## config.mk

```make
export PLATFORM = sky130hd
export DESIGN_NAME = ee_access_ctl
export DESIGN_NICKNAME = d
export VERILOG_FILES = /design/src/rtl/ee_pkg.sv /design/src/rtl/ee_ack_timer.sv /design/src/rtl/ee_ctl_regs.sv /design/src/rtl/ee_seq.sv /design/src/rtl/ee_access_ctl.sv
export SDC_FILE = /design/constraint.sdc
export NUM_CORES = 1
export LEC_CHECK = 0
export ABC_CLOCK_PERIOD_IN_PS = 2570
export CORE_UTILIZATION = 45
export DETAILED_ROUTE_END_ITERATION = 7
export PLACE_DENSITY_LB_ADDON = 0.25
export SYNTH_ARGS = -nofsm -noshare
export SYNTH_HDL_FRONTEND = slang
export SYNTH_SLANG_ARGS = --single-unit
```

## constraint.sdc

```tcl
create_clock -name clk -period 2.57 [get_ports clk]
set_clock_uncertainty 0.1 [all_clocks]
set_input_delay 0.257 -clock clk [delete_from_list [all_inputs] [get_ports clk]]
set_output_delay 0.257 -clock clk [all_outputs]
set_load 0.02 [all_outputs]
```

## src/rtl/ee_pkg.sv

```systemverilog
package ee_pkg;

    typedef enum logic [1:0] {
        OP_READ  = 2'd0,
        OP_WRITE = 2'd1,
        OP_BURST = 2'd2
    } ee_op_e;

    typedef enum logic [1:0] {
        ST_IDLE = 2'd0,
        ST_REQ  = 2'd1,
        ST_GAP  = 2'd2
    } ee_state_e;

    localparam logic [2:0] RI_CTRL  = 3'd0;
    localparam logic [2:0] RI_ADDR  = 3'd1;
    localparam logic [2:0] RI_DATA  = 3'd2;
    localparam logic [2:0] RI_BURST = 3'd3;
    localparam logic [2:0] RI_BASE  = 3'd4;

    localparam int CB_WR   = 0;
    localparam int CB_RD   = 1;
    localparam int CB_BUSY = 2;
    localparam int CB_TMO  = 3;

    typedef struct packed {
        logic rd;
        logic wr;
        logic burst;
    } ee_pend_t;

    typedef struct packed {
        logic clr_rd;
        logic clr_wr;
        logic clr_burst;
        logic load_rd;
        logic set_tmo;
    } ee_upd_t;

    function automatic ee_op_e pick_op(input ee_pend_t p);
        if (p.rd)      return OP_READ;
        else if (p.wr) return OP_WRITE;
        else           return OP_BURST;
    endfunction

endpackage

```

## src/rtl/ee_ack_timer.sv

```systemverilog
module ee_ack_timer #(
    parameter int LIMIT = 10000
) (
    input  logic clk,
    input  logic rst,
    input  logic req,
    input  logic ack,
    output logic expire
);
    localparam int CW = $clog2(LIMIT + 1);
    localparam logic [CW-1:0] LAST = CW'(LIMIT - 1);

    logic [CW-1:0] cnt;

    always_ff @(posedge clk) begin
        if (rst || !req || ack) begin
            cnt <= '0;
        end else if (cnt != LAST) begin
            cnt <= cnt + 1'b1;
        end
    end

    assign expire = req && !ack && (cnt == LAST);

endmodule

```

## src/rtl/ee_ctl_regs.sv

```systemverilog
module ee_ctl_regs import ee_pkg::*; #(
    parameter int EE_AW  = 16,
    parameter int BASE_W = 9
) (
    input  logic              clk,
    input  logic              rst,
    input  logic              reg_wr,
    input  logic [2:0]        reg_idx,
    input  logic [31:0]       reg_wdata,
    output logic [31:0]       reg_rdata,
    input  logic              busy,
    input  ee_upd_t           upd,
    input  logic [7:0]        rd_byte,
    output ee_pend_t          pend,
    output logic [EE_AW-1:0]  addr_q,
    output logic [7:0]        data_q,
    output logic [BASE_W-1:0] base_q,
    output logic              tmo
);
    logic accept;
    logic unused_wdata;

    assign accept       = reg_wr && !busy;
    assign unused_wdata = ^reg_wdata;

    always_ff @(posedge clk) begin
        if (rst) begin
            pend   <= '0;
            addr_q <= '0;
            data_q <= '0;
            base_q <= '0;
            tmo    <= 1'b0;
        end else begin
            if (accept) begin
                case (reg_idx)
                    RI_CTRL: begin
                        if (reg_wdata[CB_RD]) pend.rd <= 1'b1;
                        if (reg_wdata[CB_WR]) pend.wr <= 1'b1;
                    end
                    RI_ADDR:  addr_q <= reg_wdata[EE_AW-1:0];
                    RI_DATA:  data_q <= reg_wdata[7:0];
                    RI_BURST: if (reg_wdata[0]) pend.burst <= 1'b1;
                    RI_BASE:  base_q <= reg_wdata[BASE_W-1:0];
                    default: ;
                endcase
            end
            if (upd.clr_rd)    pend.rd    <= 1'b0;
            if (upd.clr_wr)    pend.wr    <= 1'b0;
            if (upd.clr_burst) pend.burst <= 1'b0;
            if (upd.load_rd)   data_q     <= rd_byte;
            if (upd.set_tmo)   tmo        <= 1'b1;
        end
    end

    always_comb begin
        reg_rdata = '0;
        case (reg_idx)
            RI_CTRL: begin
                reg_rdata[CB_WR]   = pend.wr;
                reg_rdata[CB_RD]   = pend.rd;
                reg_rdata[CB_BUSY] = busy;
                reg_rdata[CB_TMO]  = tmo;
            end
            RI_ADDR:  reg_rdata = 32'(addr_q);
            RI_DATA:  reg_rdata = 32'(data_q);
            RI_BURST: reg_rdata = 32'(pend.burst);
            RI_BASE:  reg_rdata = 32'(base_q);
            default:  reg_rdata = '0;
        endcase
    end

    AST_LOCKED_WHILE_BUSY: assert property (@(posedge clk) disable iff (rst)
        (busy && reg_wr) |=> ($stable(addr_q) && $stable(base_q)))
        else $error("register changed during access");

    AST_RD_CLEARED_BY_HW: assert property (@(posedge clk) disable iff (rst)
        $fell(pend.rd) |-> $past(busy))
        else $error("read request dropped without an access");

endmodule

```

## src/rtl/ee_seq.sv

```systemverilog
module ee_seq import ee_pkg::*; #(
    parameter int EE_AW     = 16,
    parameter int BASE_W    = 9,
    parameter int DEST_W    = 24,
    parameter int BURST_LEN = 64
) (
    input  logic              clk,
    input  logic              rst,
    input  logic              reg_wr,
    input  ee_pend_t          pend,
    input  logic [EE_AW-1:0]  addr_q,
    input  logic [7:0]        data_q,
    input  logic [BASE_W-1:0] base_q,
    input  logic              ee_ack,
    input  logic [7:0]        ee_rdata,
    input  logic              expire,
    output logic              busy,
    output ee_upd_t           upd,
    output logic              ee_req,
    output logic              ee_we,
    output logic [EE_AW-1:0]  ee_addr,
    output logic [7:0]        ee_wdata,
    output logic              mem_we,
    output logic [DEST_W-1:0] mem_addr,
    output logic [7:0]        mem_wdata
);
    localparam int LOW_W = DEST_W - BASE_W;
    localparam int BCW   = $clog2(BURST_LEN + 1);
    localparam logic [BCW-1:0] LAST_IDX = BCW'(BURST_LEN - 1);

    ee_state_e        st;
    ee_op_e           op;
    ee_op_e           nxt_op;
    logic [EE_AW-1:0] cur_addr;
    logic [EE_AW-1:0] last_addr;
    logic [EE_AW-1:0] start_addr;
    logic             last_valid;
    logic [BCW-1:0]   bcnt;
    logic             any_pend;
    logic             done_byte;
    logic             quit;
    logic             burst_end;

    assign any_pend  = pend.rd || pend.wr || pend.burst;
    assign nxt_op    = pick_op(pend);
    assign done_byte = (st == ST_REQ) && ee_ack;
    assign quit      = (st == ST_REQ) && !ee_ack && expire;
    assign burst_end = (op == OP_BURST) && (bcnt == LAST_IDX);

    always_comb begin
        if (nxt_op == OP_BURST) begin
            start_addr = last_valid ? last_addr + 1'b1 : '0;
        end else begin
            start_addr = addr_q;
        end
    end

    always_comb begin
        upd = '0;
        if (done_byte) begin
            case (op)
                OP_READ:  begin upd.clr_rd = 1'b1; upd.load_rd = 1'b1; end
                OP_WRITE: upd.clr_wr = 1'b1;
                default:  upd.clr_burst = burst_end;
            endcase
        end else if (quit) begin
            upd.set_tmo = 1'b1;
            case (op)
                OP_READ:  upd.clr_rd = 1'b1;
                OP_WRITE: upd.clr_wr = 1'b1;
                default:  upd.clr_burst = 1'b1;
            endcase
        end
    end

    always_ff @(posedge clk) begin
        if (rst) begin
            st         <= ST_IDLE;
            op         <= OP_READ;
            cur_addr   <= '0;
            last_addr  <= '0;
            last_valid <= 1'b0;
            bcnt       <= '0;
            mem_we     <= 1'b0;
            mem_addr   <= '0;
            mem_wdata  <= '0;
        end else begin
            mem_we <= 1'b0;
            case (st)
                ST_IDLE: begin
                    if (any_pend && !reg_wr) begin
                        op         <= nxt_op;
                        cur_addr   <= start_addr;
                        last_addr  <= start_addr;
                        last_valid <= 1'b1;
                        bcnt       <= '0;
                        st         <= ST_REQ;
                    end
                end
                ST_REQ: begin
                    if (ee_ack) begin
                        if (op == OP_BURST) begin
                            mem_we    <= 1'b1;
                            mem_addr  <= {base_q, cur_addr[LOW_W-1:0]};
                            mem_wdata <= ee_rdata;
                            if (burst_end) begin
                                st <= ST_IDLE;
                            end else begin
                                bcnt      <= bcnt + 1'b1;
                                cur_addr  <= cur_addr + 1'b1;
                                last_addr <= cur_addr + 1'b1;
                                st        <= ST_GAP;
                            end
                        end else begin
                            st <= ST_IDLE;
                        end
                    end else if (expire) begin
                        st <= ST_IDLE;
                    end
                end
                ST_GAP:  st <= ST_REQ;
                default: st <= ST_IDLE;
            endcase
        end
    end

    assign busy     = (st != ST_IDLE);
    assign ee_req   = (st == ST_REQ);
    assign ee_we    = ee_req && (op == OP_WRITE);
    assign ee_addr  = cur_addr;
    assign ee_wdata = data_q;

    AST_REQ_HOLD: assert property (@(posedge clk) disable iff (rst)
        (ee_req && !ee_ack && !expire) |=>
            (ee_req && $stable(ee_addr) && $stable(ee_we) && $stable(ee_wdata)))
        else $error("request changed before acknowledge");

    AST_MEM_AFTER_ACK: assert property (@(posedge clk) disable iff (rst)
        mem_we |-> $past(ee_ack && ee_req))
        else $error("memory write without acknowledged fetch");

    AST_MEM_IN_BASE: assert property (@(posedge clk) disable iff (rst)
        mem_we |-> (mem_addr[DEST_W-1:LOW_W] == $past(base_q)))
        else $error("memory write outside base window");

    AST_WE_NEEDS_PEND: assert property (@(posedge clk) disable iff (rst)
        (ee_req && ee_we) |-> pend.wr)
        else $error("write transfer without write request");

endmodule

```

## src/rtl/ee_access_ctl.sv

```systemverilog
module ee_access_ctl import ee_pkg::*; #(
    parameter int EE_AW       = 16,
    parameter int BASE_W      = 9,
    parameter int DEST_W      = 24,
    parameter int BURST_LEN   = 64,
    parameter int TIMEOUT_CYC = 10000
) (
    input  logic              clk,
    input  logic              rst,
    input  logic              reg_wr,
    input  logic [2:0]        reg_idx,
    input  logic [31:0]       reg_wdata,
    output logic [31:0]       reg_rdata,
    output logic              ee_req,
    output logic              ee_we,
    output logic [EE_AW-1:0]  ee_addr,
    output logic [7:0]        ee_wdata,
    input  logic              ee_ack,
    input  logic [7:0]        ee_rdata,
    output logic              mem_we,
    output logic [DEST_W-1:0] mem_addr,
    output logic [7:0]        mem_wdata
);
    ee_pend_t          pend;
    ee_upd_t           upd;
    logic [EE_AW-1:0]  addr_q;
    logic [7:0]        data_q;
    logic [BASE_W-1:0] base_q;
    logic              tmo;
    logic              busy;
    logic              expire;

    ee_ctl_regs #(.EE_AW(EE_AW), .BASE_W(BASE_W)) i_regs (
        .clk(clk), .rst(rst),
        .reg_wr(reg_wr), .reg_idx(reg_idx), .reg_wdata(reg_wdata), .reg_rdata(reg_rdata),
        .busy(busy), .upd(upd), .rd_byte(ee_rdata),
        .pend(pend), .addr_q(addr_q), .data_q(data_q), .base_q(base_q), .tmo(tmo)
    );

    ee_seq #(.EE_AW(EE_AW), .BASE_W(BASE_W), .DEST_W(DEST_W), .BURST_LEN(BURST_LEN)) i_seq (
        .clk(clk), .rst(rst), .reg_wr(reg_wr),
        .pend(pend), .addr_q(addr_q), .data_q(data_q), .base_q(base_q),
        .ee_ack(ee_ack), .ee_rdata(ee_rdata), .expire(expire),
        .busy(busy), .upd(upd),
        .ee_req(ee_req), .ee_we(ee_we), .ee_addr(ee_addr), .ee_wdata(ee_wdata),
        .mem_we(mem_we), .mem_addr(mem_addr), .mem_wdata(mem_wdata)
    );

    ee_ack_timer #(.LIMIT(TIMEOUT_CYC)) i_timer (
        .clk(clk), .rst(rst), .req(ee_req), .ack(ee_ack), .expire(expire)
    );

    AST_TMO_AFTER_WAIT: assert property (@(posedge clk) disable iff (rst)
        $rose(tmo) |-> ($past(ee_req) && !$past(ee_ack)))
        else $error("timeout flag without an unanswered request");

    AST_NO_LAUNCH_ON_WRITE: assert property (@(posedge clk) disable iff (rst)
        $rose(busy) |-> !$past(reg_wr))
        else $error("access launched during a register write");

endmodule

```

==> reports/metrics.cfg, run 1 <==
[global_routing]
antenna_found_initial=1
grt_first_pass_wirelength_mm=21.91
grt_pass1_vias=4505
grt_max_degree=66
grt_overflow=0
grt.total_usage=0.2362

[clock_tree]
cts_max_path_buffers=2
cts-root-buf=clkbuf_16
cts_resized=0
cts_sinks=112
clk_latency_ns=0.35
cts-buffers-inserted=9
postCtsHoldBufs=0
cts-htree-levels=3
post_cts_buffers=0
path_clk_slew_ns=0.07
cts_tree=yes

[power_and_ir_drop]
p_total_mw=3.370
peakVddDrop_v=0.0002798
power_leakage_nw=2.516
p_per_area_nw_per_um2=510.5

[layout]
area_growth_pct=28.85
layout.nets=789
layout-drive-gt1-share=0.07796

[worst_hold_path]
min_path_type=in -> reg
min-delay-start=rst

[floorplanning]
die-area_sq_um=11810
start_util=0.4664
rows=38
boundaryPins=138
fp.dieH_um=108.7
core_area_sq_um=10980
die_x_um=108.7

[routing]
ant_nets=0
drcViolationCount=0
vias=4797
drtIter0Drc=304
postRouteWirelength_mm=13.66
avgRoutedWirePerCell_um=15.44
via_per_inst=5.420
dr.pass1.iters=5

[synthesis]
synth_seq_cells=112
ys.flop_type=dfxtp_1
synth_mux_area_frac=0.04128
syn-cell-area_sq_um=5122
syn_area_per_cell_sq_um=8.054
synth_top_family_by_area=simple AND/OR/NAND/NOR gates
yosys_warnings=0
synth-compound-area-share=0.1659
yosys.area_share.xor_xnor=0.03249
yosysSeqAreaShare=0.4377
synth_fa_ha_area_frac=0.007328
synth_edf_count=0
ys_types=61
async_flop_share=0
synth_simple_gate_area_frac=0.2496
synth_cells=636

[timing]
max_freq_ghz=0.4082
relSlewSlack=0.5202
hold_viol_final=0
tns_ns=0
fin_crit_ns=2.450
worstMarginPinSlew_ns=0.7198
slew_viol_final=0
rsz0062_at_grt=false
min_period_over_period=0.9531
setup_viol=0

[placed_design]
portBuffers=105
dpl.hpwl_mm=9.683
routabilityCongestion=0.8232

[setup_path]
rr_startpoint=i_seq.bcnt[0]$_SDFFE_PP0P_
cp.arrival_ns=2.09
crit_required_ns=2.21
path_class=reg -> out
endpoint_kind=output port
startpoint=i_seq.st[0]$_SDFFE_PP0P_
worst-path-max-fanout=8
startpoint_type=flip-flop
r2r_setup_slack_ns=0.28

[outcome]
status=completed

[flow_run]
max-cap-violations=0

final cells by class:
cell class	instances	area, sq um
Sequential cell	112	2242
Antenna cell	1	2.502
Inverter	6	22.52
Clock inverter	6	42.54
Multi-Input combinational cell	478	2605
Tap cell	140	175.2
Clock buffer	10	229.0
Timing Repair Buffer	132	1281
Fill cell	976	4383
logic make-up (layout without fill, tap and decap cells):
| logic type | Yosys count | in the layout |
|---|---|---|
| and+or+nand+nor | 282 | 282 |
| AOI/OAI and AO/OA | 137 | 137 |
| DFF | 112 | 112 |
| buffers and inverters | 61 | 154 |
| muxes | 21 | 21 |
| xor gates and xnor gates | 19 | 19 |
| adders and majority gates | 3 | 3 |
| other | 1 | 17 |
placed cells by master, fill, tap and decap left out, drive strengths merged, types with 4 or more instances in the layout:
cell type and n:
conb 16, a31oi 5, xor2 9, o21ai 18
or3 4, a21oi 74, clkdlybuf4s50 96, a22oi 8
nand2 131, inv 8, and2 11, dfxtp 112
xnor2 10, mux2i 20, buf 28, nor2 72
nor3 15, a211oi 11, nand4 9, dlymetal6s2s 8
nand3 16, clkbuf 10
synth_stat cells (all sizes together) (4+ instances only):
library cell,n,area share
a21oi,74,0.073
nand3,16,0.016
nor2,72,0.053
mux2i,20,0.039
a31oi,5,0.0061
inv,6,0.0044
nor3,15,0.017
a211oi,11,0.016
nand2,131,0.096
dfxtp,112,0.44
clkbuf,25,0.019
xnor2,10,0.017
xor2,9,0.015
and2,11,0.013
buf,30,0.042
o21ai,18,0.018
or3,4,0.0051
a22oi,8,0.012
nand4,9,0.012
worst paths after layout:
kind,endpoint,depth (start not counted)
setup / recovery,ee_we,3
hold / removal,i_timer.cnt[6]$_SDFFE_PP0P_,3
setup reg to reg,i_seq.last_addr[8]$_SDFFE_PP0P_,6
hold reg to reg,i_seq.mem_addr[5]$_SDFFE_PP0P_,2
metal layers:
layer  up-vias  track usage  routed length [um]
met5         -            0                   0
met4         0      0.06853                 128
met3        11      0.04124                 823
met2       157       0.4010                6489
met1      2274       0.3067                6223
li1       2355            -                   -
critical path: stages, from the launching register on:
cell and delay [ns]:
dfxtp_1 0.49, nand2b_1 0.19, nor3b_1 0.39, clkdlybuf4s50_1 0.68
through the flow:
stage | hold slack (ns) | setup slack [ns] | instance area (sq um) | util | cells
2_1_floorplan | 0.2930 | 0.6998 | 5179 | - | 651
3_3_place_gp | 0.3419 | 0.08635 | 6305 | 0.5740 | 868
3_5_place_dp | 0.3456 | 0.06222 | 6305 | 0.5740 | 868
4_1_cts | 0.2580 | 0.06269 | 6576 | 0.5988 | 884
5_1_grt | 0.2768 | 0.02385 | 6598 | 0.6007 | 884
6_report | 0.2650 | 0.1204 | 6600 | 0.6009 | 885
where the power goes:
part / switching, mW / internal, mW
combinational: 0.162 / 0.116
sequential: 0.0222 / 1.75
clock: 0.653 / 0.663
sequential cells by signal (all words and copies together), names as in the netlist:
| name | cells |
|---|---|
| i_seq.op | 2 |
| i_regs.addr_q | 16 |
| i_timer.cnt | 14 |
| i_seq.last_addr | 16 |
| i_regs.pend | 3 |
| i_seq.last_valid | 1 |
| i_regs.data_q | 8 |
| i_seq.mem_we | 1 |
| i_seq.mem_wdata | 8 |
| i_regs.tmo | 1 |
| i_seq.mem_addr | 24 |
| i_seq.bcnt | 7 |
| i_regs.base_q | 9 |
| i_seq.st | 2 |
Note: power is estimated with default switching activity, not from simulation.
==> inputs of run 2 (changes only) <==
--- a/config.mk
+++ b/config.mk
@@ -6,6 +6,7 @@
 export NUM_CORES = 1
 export LEC_CHECK = 0
 export ABC_CLOCK_PERIOD_IN_PS = 2570
+export CAP_MARGIN = 15
 export CORE_UTILIZATION = 45
 export DETAILED_ROUTE_END_ITERATION = 7
 export PLACE_DENSITY_LB_ADDON = 0.25
==> results of run 2 <==
No change in the layout: final DEF, timing and power equal those of run 1.
